===== src/rtl/tsf_pkg.sv =====
package tsf_pkg;

    localparam logic [2:0] MODE_PASS      = 3'b000;
    localparam logic [2:0] MODE_STOP      = 3'b001;
    localparam logic [2:0] MODE_OVW_STOP  = 3'b011;
    localparam logic [2:0] MODE_PASS_OVW  = 3'b100;
    localparam logic [2:0] MODE_OVW       = 3'b110;

    typedef enum logic [1:0] {
        POL_PASS = 2'd0,
        POL_STOP = 2'd1,
        POL_OVW  = 2'd2,
        POL_HOLD = 2'd3
    } policy_e;

    function automatic policy_e policy_of(input logic [2:0] mode, input logic armed);
        policy_e p;
        case (mode)
            MODE_PASS:     p = POL_PASS;
            MODE_STOP:     p = POL_STOP;
            MODE_OVW:      p = POL_OVW;
            MODE_OVW_STOP: p = armed ? POL_STOP : POL_OVW;
            MODE_PASS_OVW: p = armed ? POL_OVW : POL_PASS;
            default:       p = POL_HOLD;
        endcase
        return p;
    endfunction

endpackage


===== src/rtl/tsf_store.sv =====
module tsf_store #(
    parameter int DEPTH  = 32,
    parameter int DATA_W = 48,
    localparam int AW    = $clog2(DEPTH)
) (
    input  logic              clk,
    input  logic              wr_en,
    input  logic [AW-1:0]     wr_addr,
    input  logic [DATA_W-1:0] wr_data,
    input  logic [AW-1:0]     rd_addr,
    output logic [DATA_W-1:0] rd_data
);

    logic [DATA_W-1:0] mem_q [DEPTH];

    always_ff @(posedge clk) begin
        if (wr_en) begin
            mem_q[wr_addr] <= wr_data;
        end
    end

    assign rd_data = mem_q[rd_addr];

endmodule


===== src/rtl/tsf_trig.sv =====
module tsf_trig (
    input  logic       clk,
    input  logic       rst_n,
    input  logic       fifo_en,
    input  logic [2:0] mode_sel,
    input  logic       trig_in,
    output logic       armed
);

    typedef struct packed {
        logic [2:0] mode;
        logic       prev;
        logic       armed;
    } trig_t;

    trig_t tq_q, tq_d;
    logic  mode_same;

    assign mode_same = (mode_sel == tq_q.mode);

    always_comb begin
        tq_d      = tq_q;
        tq_d.mode = mode_sel;
        if (fifo_en) begin
            tq_d.prev = trig_in;
            if (!mode_same) begin
                tq_d.armed = 1'b0;
            end else if (trig_in && !tq_q.prev) begin
                tq_d.armed = 1'b1;
            end
        end else if (!mode_same) begin
            tq_d.armed = 1'b0;
        end
    end

    always_ff @(posedge clk or negedge rst_n) begin
        if (!rst_n) begin
            tq_q <= '0;
        end else begin
            tq_q <= tq_d;
        end
    end

    assign armed = tq_q.armed && mode_same;

    p_arm_needs_edge_r8: assert property (@(posedge clk) disable iff (!rst_n)
        (!tq_q.armed && !(fifo_en && trig_in && !tq_q.prev)) |=> !tq_q.armed);

endmodule


===== src/rtl/tsf_flags.sv =====
module tsf_flags #(
    parameter int DEPTH  = 32,
    localparam int AW    = $clog2(DEPTH),
    localparam int CNT_W = AW + 1
) (
    input  logic [CNT_W-1:0] count,
    input  logic [AW-1:0]    level,
    output logic             thr_hit
);

    always_comb begin
        thr_hit = (level != '0) && (count >= {1'b0, level});
    end

endmodule


===== src/rtl/tsf_top.sv =====
module tsf_top #(
    parameter int DEPTH  = 32,
    parameter int WORD_W = 16,
    localparam int AW    = $clog2(DEPTH),
    localparam int CNT_W = AW + 1,
    localparam int SET_W = 3 * WORD_W
) (
    input  logic              clk,
    input  logic              rst_n,
    input  logic              fifo_en,
    input  logic [2:0]        mode_sel,
    input  logic [AW-1:0]     thr_level,
    input  logic              trig_in,
    input  logic              smp_valid,
    input  logic [WORD_W-1:0] smp_x,
    input  logic [WORD_W-1:0] smp_y,
    input  logic [WORD_W-1:0] smp_z,
    input  logic              rd_pop,
    output logic [WORD_W-1:0] out_x,
    output logic [WORD_W-1:0] out_y,
    output logic [WORD_W-1:0] out_z,
    output logic [CNT_W-1:0]  unread_cnt,
    output logic              thr_hit,
    output logic              ovr_sticky
);
    import tsf_pkg::*;

    localparam logic [CNT_W-1:0] FULL_CNT = CNT_W'(DEPTH);

    typedef struct packed {
        logic [AW-1:0]    wr;
        logic [AW-1:0]    rd;
        logic [CNT_W-1:0] count;
        logic             ovr;
        logic             halted;
        logic [SET_W-1:0] shown;
    } ctl_t;

    ctl_t             cq_q, cq_d;
    logic             armed;
    policy_e          pol;
    logic             push_acc, pop_ok, overwrite;
    logic [SET_W-1:0] smp_set, rd_data;

    function automatic logic [AW-1:0] ptr_inc(input logic [AW-1:0] p);
        return (p == AW'(DEPTH - 1)) ? '0 : p + 1'b1;
    endfunction

    assign smp_set = {smp_x, smp_y, smp_z};
    assign pol     = policy_of(mode_sel, armed);

    tsf_trig trig_i (
        .clk     (clk),
        .rst_n   (rst_n),
        .fifo_en (fifo_en),
        .mode_sel(mode_sel),
        .trig_in (trig_in),
        .armed   (armed)
    );

    tsf_store #(.DEPTH(DEPTH), .DATA_W(SET_W)) store_i (
        .clk    (clk),
        .wr_en  (push_acc),
        .wr_addr(cq_q.wr),
        .wr_data(smp_set),
        .rd_addr(cq_q.rd),
        .rd_data(rd_data)
    );

    tsf_flags #(.DEPTH(DEPTH)) flags_i (
        .count  (cq_q.count),
        .level  (thr_level),
        .thr_hit(thr_hit)
    );

    always_comb begin
        cq_d      = cq_q;
        push_acc  = 1'b0;
        pop_ok    = 1'b0;
        overwrite = 1'b0;
        if (fifo_en) begin
            if (pol == POL_PASS) begin
                cq_d.wr     = '0;
                cq_d.rd     = '0;
                cq_d.count  = '0;
                cq_d.ovr    = 1'b0;
                cq_d.halted = 1'b0;
                if (smp_valid) begin
                    cq_d.shown = smp_set;
                end
            end else begin
                pop_ok = rd_pop && (cq_q.count != '0);
                if (pol == POL_OVW) begin
                    push_acc = smp_valid;
                end else if (pol == POL_STOP) begin
                    push_acc = smp_valid && !cq_q.halted && (cq_q.count < FULL_CNT);
                end
                overwrite = push_acc && (cq_q.count == FULL_CNT) && !pop_ok;
                if (pop_ok) begin
                    cq_d.shown = rd_data;
                    cq_d.rd    = ptr_inc(cq_q.rd);
                end
                if (push_acc) begin
                    cq_d.wr = ptr_inc(cq_q.wr);
                end
                if (overwrite) begin
                    cq_d.rd  = ptr_inc(cq_q.rd);
                    cq_d.ovr = 1'b1;
                end else begin
                    cq_d.count = cq_q.count + CNT_W'(push_acc) - CNT_W'(pop_ok);
                end
                if ((pol == POL_STOP) && (cq_d.count == FULL_CNT)) begin
                    cq_d.halted = 1'b1;
                end
            end
        end
    end

    always_ff @(posedge clk or negedge rst_n) begin
        if (!rst_n) begin
            cq_q <= '0;
        end else begin
            cq_q <= cq_d;
        end
    end

    assign out_x      = cq_q.shown[3*WORD_W-1:2*WORD_W];
    assign out_y      = cq_q.shown[2*WORD_W-1:WORD_W];
    assign out_z      = cq_q.shown[WORD_W-1:0];
    assign unread_cnt = cq_q.count;
    assign ovr_sticky = cq_q.ovr;

    p_count_bound_r5: assert property (@(posedge clk) disable iff (!rst_n)
        unread_cnt <= FULL_CNT);

    p_pass_clears_r2: assert property (@(posedge clk) disable iff (!rst_n)
        (fifo_en && pol == POL_PASS) |=> (unread_cnt == '0 && !ovr_sticky));

    p_halt_no_growth_r3: assert property (@(posedge clk) disable iff (!rst_n)
        (fifo_en && cq_q.halted) |=> (unread_cnt <= $past(unread_cnt)));

    p_overrun_sets_r4: assert property (@(posedge clk) disable iff (!rst_n)
        (fifo_en && pol == POL_OVW && smp_valid && !rd_pop && unread_cnt == FULL_CNT)
        |=> (ovr_sticky && unread_cnt == FULL_CNT));

    p_ovr_holds_r7: assert property (@(posedge clk) disable iff (!rst_n)
        (ovr_sticky && !(fifo_en && pol == POL_PASS)) |=> ovr_sticky);

    p_disabled_hold_r10: assert property (@(posedge clk) disable iff (!rst_n)
        !fifo_en |=> ($stable(unread_cnt) && $stable(ovr_sticky) && $stable(out_x)
                      && $stable(out_y) && $stable(out_z)));

    p_empty_pop_r11: assert property (@(posedge clk) disable iff (!rst_n)
        (fifo_en && pol != POL_PASS && rd_pop && !smp_valid && unread_cnt == '0)
        |=> ($stable(out_x) && $stable(out_y) && $stable(out_z) && unread_cnt == '0));

    p_hold_no_push_r12: assert property (@(posedge clk) disable iff (!rst_n)
        (fifo_en && pol == POL_HOLD) |=> (unread_cnt <= $past(unread_cnt)));

endmodule


===== config.mk =====
export PLATFORM = sky130hd
export DESIGN_NAME = tsf_top
export DESIGN_NICKNAME = d
export VERILOG_FILES = /design/src/rtl/tsf_pkg.sv /design/src/rtl/tsf_store.sv /design/src/rtl/tsf_trig.sv /design/src/rtl/tsf_flags.sv /design/src/rtl/tsf_top.sv
export SDC_FILE = /design/constraint.sdc
export NUM_CORES = 2
export LEC_CHECK = 0
export ABC_CLOCK_PERIOD_IN_PS = 5900
export BUFFER_PORTS_ARGS = -buffer_cell sky130_fd_sc_hd__buf_2
export CAP_MARGIN = 20
export CORE_ASPECT_RATIO = 0.8
export CORE_MARGIN = 2
export CORE_UTILIZATION = 33
export DETAILED_ROUTE_END_ITERATION = 8
export GPL_TIMING_DRIVEN = 0
export PLACE_DENSITY = 0.54
export SLEW_MARGIN = 20
export SYNTH_ARGS = -nofsm -noshare
export SYNTH_HDL_FRONTEND = slang
export SYNTH_SLANG_ARGS = --single-unit

===== constraint.sdc =====
create_clock -name clk -period 5.9 [get_ports clk]
set_clock_uncertainty 0.1 [all_clocks]
set_input_delay 0.295 -clock clk [delete_from_list [all_inputs] [get_ports clk]]
set_output_delay 0.295 -clock clk [all_outputs]
set_load 0.05 [all_outputs]

Word-level counts from Yosys, hierarchy flattened
Memories as Yosys holds them, arrays and structs flattened.
Cells that the tools add are included.

word-level totals
  bits in registers = 71
  bits in latches = 0
  memory bits (writable) = 1536
  memory bits (read-only) = 0
  input port bits = 62
  output and inout port bits = 56
  word-level logic and storage cells = 85
  memories = 1

operators by class
  add/sub/neg operators = 4
  multiply operators = 0
  divide/modulo/power cells = 0
  $lt $le $gt $ge = 2
  eq/ne operators = 14
  shift operators = 0
  mux-type cells = 28
  bitwise gates (word level) = 0
  reductions and logical operators = 27

memory list
  memory         words  bits a word  read ports  clocked after memory_dff  wr ports  RTL line         text
  store_i.mem_q  32     48           1           0                         1         tsf_store.sv:14  logic [DATA_W-1:0] mem_q [DEPTH];

operators by type and width
  operator               count
  $mux W48               2
  $mux W66               1
  $mux W5                5
  $mux W6                3
  $mux W1                14
  $eq A6 B6 Y1 const B   2
  $add A5 B1 Y5 const B  2
  $eq A5 B5 Y1 const B   2
  $pmux W2 S5            1
  $reduce_and A2 Y1      5
  $logic_and A1 B1 Y1    9
  $reduce_bool A2 Y1     4
  $add A6 B1 Y6          1
  $eq A3 B3 Y1 const B   2
  $ge A6 B5 Y1           1
  $lt A6 B6 Y1 const B   1
  $ne A2 B2 Y1 const B   3
  $reduce_bool A6 Y1     1
  $sub A6 B1 Y6          1
  $reduce_bool A5 Y1     1
  $mux W2                2
  $eq A3 B1 Y1 const B   1
  $eq A3 B2 Y1 const B   1
  $eq A3 B3 Y1           1
  other kinds (7)        9

Logic depth before layout (Yosys ltp)
  depth after elaboration = 18
  mapped depth = 17
  mapped depth without buffers = 15

By module
Synthesis repeated with hierarchy kept, for this count alone.

second synthesis, totals
  cell total of the unflattened synthesis = 3797
  area, all modules = 63960.1 um^2

by module, submodules not included
  module     instances  cells each  area each (um^2)  sequential area each (um^2)
  tsf_store  1          3316        59763.6           46124.2
  tsf_top    1          451         3871.2            1651.6
  tsf_trig   1          13          195.2             125.1
  tsf_flags  1          17          130.1             0.0

Worst setup path before layout
Ideal clock, no wire load.

  path type = register to register
  from = register trig_i.tq_q[4] in the netlist's numbering
  to = memory store_i.mem_q[29][0], enable pin
  setup time = 0.454 ns
  arrival time = 3.613 ns
  required time = 5.346 ns
  slack = 1.733 ns
  stages on the path, launching flop included = 9
  path buffers = 2
  clock period less this slack = 4.167 ns
  cells stage by stage = dfrtp_1 -> xnor2_1 -> and4_4 -> o211a_1 -> buf_2 -> nor2b_1 -> buf_2 -> nand3_1 -> nor2_1

between the ends
  word-level cells in the longest chain between the ends = 13
  elaborated cells on any way between the ends = 16
  those cells by class = 3 x eq/ne; 11 x mux; 2 x reduce/logical

ends and longest elaborated chain
  item                               RTL line                      text
  start: declaration                 tsf_trig.sv:16                trig_t tq_q, tq_d;
  start signal: assignment           tsf_trig.sv:40                tq_q <= tq_d;
  $eq A3 B3 Y1 (*)                   tsf_trig.sv:19                assign mode_same = (mode_sel == tq_q.mode);
  $logic_and A1 B1 Y1 (*)            tsf_trig.sv:44                assign armed = tq_q.armed && mode_same;
  $mux W2, on equally long branches  tsf_pkg.sv:22, tsf_pkg.sv:23
  $pmux W2 S5 (*)                    tsf_pkg.sv:18                 case (mode)
  $eq A2 B1 Y1                       tsf_top.sv:95                 end else if (pol == POL_STOP) begin
  $mux W1                            tsf_top.sv:95
  $mux W1                            tsf_top.sv:93                 if (pol == POL_OVW) begin
  $mux W1                            tsf_top.sv:82                 if (pol == POL_PASS) begin
  $mux W1                            tsf_top.sv:81                 if (fifo_en) begin
  $mux W1 (*)                        tsf_top.sv:82
  $mux W1 (*)                        tsf_top.sv:81
  $mux W1 (*)                        tsf_store.sv:17               if (wr_en) begin
  $mux W1 (not written as such) (*)  tsf_store.sv:18               mem_q[wr_addr] <= wr_data;
  end: declaration                   tsf_store.sv:14

Mark *: on every way between the ends. The rest lies on a longest branch, timed or not. The select of a mux whose other input is x is not followed.

Worst setup path after layout
  from = register cq_q[57] in the netlist's numbering
  to = register cq_q, in the netlist out_z[9]

between the ends
  word-level cells in the longest chain between the ends = 3

ends and longest elaborated chain
  item                      RTL line        text
  start: declaration        tsf_top.sv:39   ctl_t cq_q, cq_d;
  start signal: assignment  tsf_top.sv:123  cq_q <= cq_d;
  $mem_v2 Z32 W48           --
  $mux W48                  tsf_top.sv:99   if (pop_ok) begin
  $mux W66                  tsf_top.sv:82

Every way passes these cells. The select of a mux whose other input is x is not followed.
A chain may end at the register's enable or synchronous reset.

==> summary.md <==
| Metric | Value |
|---|---|
| Sequential Power Share | `0.398` |
| Die Ht | `393 um` |
| Area Overhead vs Synth | `18.6%` |
| Die ar. | `0.192 sq mm` |
| Vias | `30100` |
| Part of the power in combinational logic | `0.297` |
| Root Buffer Master | `clkbuf_16` |
| Part of the power in the clock network | `0.305` |
| DRT iter0 DRCs | `3478` |
| Final Net Count | `3285` |
| Seq/Total Area, Yosys | `0.769` |
| Sw frac | `0.312` |
| Outcome | `finished clean` |
| Pwr dens | `445 mW/mm^2` |
| Post-synth net total | `2864` |
| Register Area | `0.0479 sq mm` |
| Initial DRT Pass Iterations | `5` |
| Cell internal pwr | `22600 uW` |
| Maximum vdd drop | `0.270 mV` |
| Total CTS buffers | `159` |
| Unique masters post-synth | `53` |
| Yosys warning count | `0` |
| Setup WS pre-CTS | `1550 ps` |
| Worst setup margin | `1470 ps` |
| #FFs+latches synth | `1607` |
| Post-synth top area cell | `edfxtp_1` |
| Crit end category | `register` |
| Crit path max fanout | `11` |
| Switching pwr | `10300 uW` |
| Filler Cell Count | `16600` |
| Core Region | `0.187 sq mm` |
| Multi-input combinational cell area | `0.0135 sq mm` |
| Number of setup buffers added after CTS | `0` |
| First-pass GRT wire length | `228 mm` |
| Vias in the first global route | `29900` |
| Max_slew headroom | `0.213` |
| Initial core utilization | `0.332` |
| Residual DRC | `0` |
| Worst-Skew Late Latency | `800 ps` |
| Share of layout cells above drive strength 1 | `0.305` |
| TritonCTS clock tree | `built` |
| Worst path required time | `6470 ps` |
| Top-level port count | `118` |
| Routability cong. | `0.763` |
| Post-route ant nets | `0` |
| HP Class | `in2reg` |
| Vias per inst | `5.14` |
| Final HPWL DP | `109 mm` |
| Number of enable flip-flop cells after synthesis | `1536` |
| Critical path startpoint category | `register` |
| DP Area | `0.0682 sq mm` |
| Initial antenna violation count | `6` |
| Clock Pin Slew Worst Setup and Hold Paths | `70 ps` |
| Global-route usage over all layers | `0.168` |
| Commonest non-fill, non-tap cell in the layout | `edfxtp_1` |
| Port Buffer Count | `116` |
| H-tree depth | `4` |
| Synth async-reset ratio | `0.0442` |
| P_leak | `0.0237 uW` |
| Final Cycle Share | `0.751` |
| Most frequent cells in the layout | `edfxtp_1, mux4_2, clkbuf_16` |
| Slew @ Worst Pin | `1180 ps` |
| Synthesized area | `0.0623 sq mm` |
| Post-synthesis cell count | `2780` |
| Final Slew Violations | `0` |
| Max Fclk | `0.226 GHz` |
| Worst EP arrival | `5000 ps` |
| Final wirelength | `161 mm` |
| Largest net degree at the start of global routing | `41` |
| Sum Neg Setup Slack | `0 ps` |
| Maximum clock insertion buffer count | `3` |
| DIE WIDTH | `490 um` |
| Synth top area cells | `edfxtp_1, mux4_2, dfrtp_1, mux2i_1, buf_4` |
| Final setup violation count | `0` |
| Post-Route Utilization | `0.394` |
| Post-synth top flop | `edfxtp_1` |
| Share of the synthesized area in the top cell type | `0.740` |
| Worst Path Class, Setup | `reg2reg` |
| CTS Sinks | `1607` |
| Minimum clock period | `4430 ps` |
| Synthesized area per cell | `22.4 sq um` |
| RSZ-0062 raised after global routing | `false` |
| Routed wire length per instance | `27.6 um` |
| Total congestion overflow | `0` |
| Maximum capacitance violations | `0` |
| Row cnt | `142` |
| Final Cell Area | `0.0739 sq mm` |
| Fin. Hold Viols | `0` |
==> metrics by stage <==
stage	power (uW)	instances	hold slack (ps)
global placement	23100	5416	367
detailed placement	23200	5503	184
global route	34200	5854	137
finish	32900	5857	95.3
CTS	33300	5853	22.2
floorplan	19800	2780	-101
==> cells in the mapped netlist, types with 4 or more instances <==
cell,instances
edfxtp_1,1536
mux4_2,432
mux2i_1,100
dfrtp_1,71
clkbuf_1,70
buf_4,69
nand2_1,66
o21ai_0,53
o21ai_1,51
o22ai_1,50
a211oi_1,48
buf_2,42
nor2_1,42
buf_1,23
ha_1,21
inv_1,21
a21oi_1,7
nand3_1,7
xnor2_1,6
nand3b_1,5
o31ai_1,5
nand2b_1,4
==> area by class of cell <==
type	instances	area share
sequential	1607	0.648
timing repair buffer	260	0.0418
clock buffer	217	0.0591
inverter	22	0.00112
tap	2520	0.0427
clock inverter	76	0.00985
antenna	4	0.000135
multi-input combinational	944	0.182
buffer	207	0.0152
==> path summary, 6_finish.rpt <==
kind	cells after the start	from	slack (ps)	end
worst max-delay path	9	cq_q[57]$_DFFE_PN0P_	1470	out_z[9]$_DFFE_PN0P_
worst min-delay path	5	smp_valid	100	cq_q[48]$_DFFE_PN0P_
worst max register to register	9	cq_q[57]$_DFFE_PN0P_	1470	out_z[9]$_DFFE_PN0P_
worst min register to register	2	out_z[5]$_DFFE_PN0P_	390	out_z[5]$_DFFE_PN0P_
max in group asynchronous	4	rst_n	4900	out_z[10]$_DFFE_PN0P_
min in group asynchronous	4	rst_n	470	cq_q[65]$_DFFE_PN0P_
==> cells by family after synthesis <==
family,Yosys count,synth area share
simple gates,142,0.0102
flops,1607,0.769
mux,534,0.173
compound gates,239,0.0239
xor+xnor,7,0.000984
fa+ha+maj,22,0.00454
buf+inv,229,0.0192
==> registers in the layout, indices dropped and copies added (netlist names) <==
signal,count
ovr_sticky,1
cq_q,11
out_y,16
store_i.mem_q,1536
trig_i.tq_q,5
out_z,16
out_x,16
unread_cnt,6
==> power groups by stage <==
stage | sequential, uW | combinational [uW] | clock, uW
finish | 13100 | 9780 | 10000
floorplan | 13100 | 6720 | 0
global route | 13100 | 10400 | 10700
detailed placement | 13300 | 9870 | 0
CTS | 13100 | 9920 | 10300
global placement | 13400 | 9740 | 0
==> metal layers <==
metal,vias up,global-route usage,routed length [um]
li1,12600,-,-
met1,16200,0.253,74700
met2,1129,0.241,70300
met3,204,0.0381,12500
met4,0,0.0505,3940
met5,-,0,0
==> repair_timing <==
action,4_1_cts,5_1_grt
hold buffers,57,0
hold endpoints to repair,1654,0
resized for setup,0,0
==> worst max-delay path: stages (launching register included) <==
cell and delay, ps:
dfrtp_1 340, buf_2 410, buf_2 540, buf_2 620
clkbuf_1 880, mux4_2 410, mux2i_1 310, o22ai_1 200
a211oi_1 330, o21ai_1 110
Note: power is estimated with default switching activity, not from simulation.
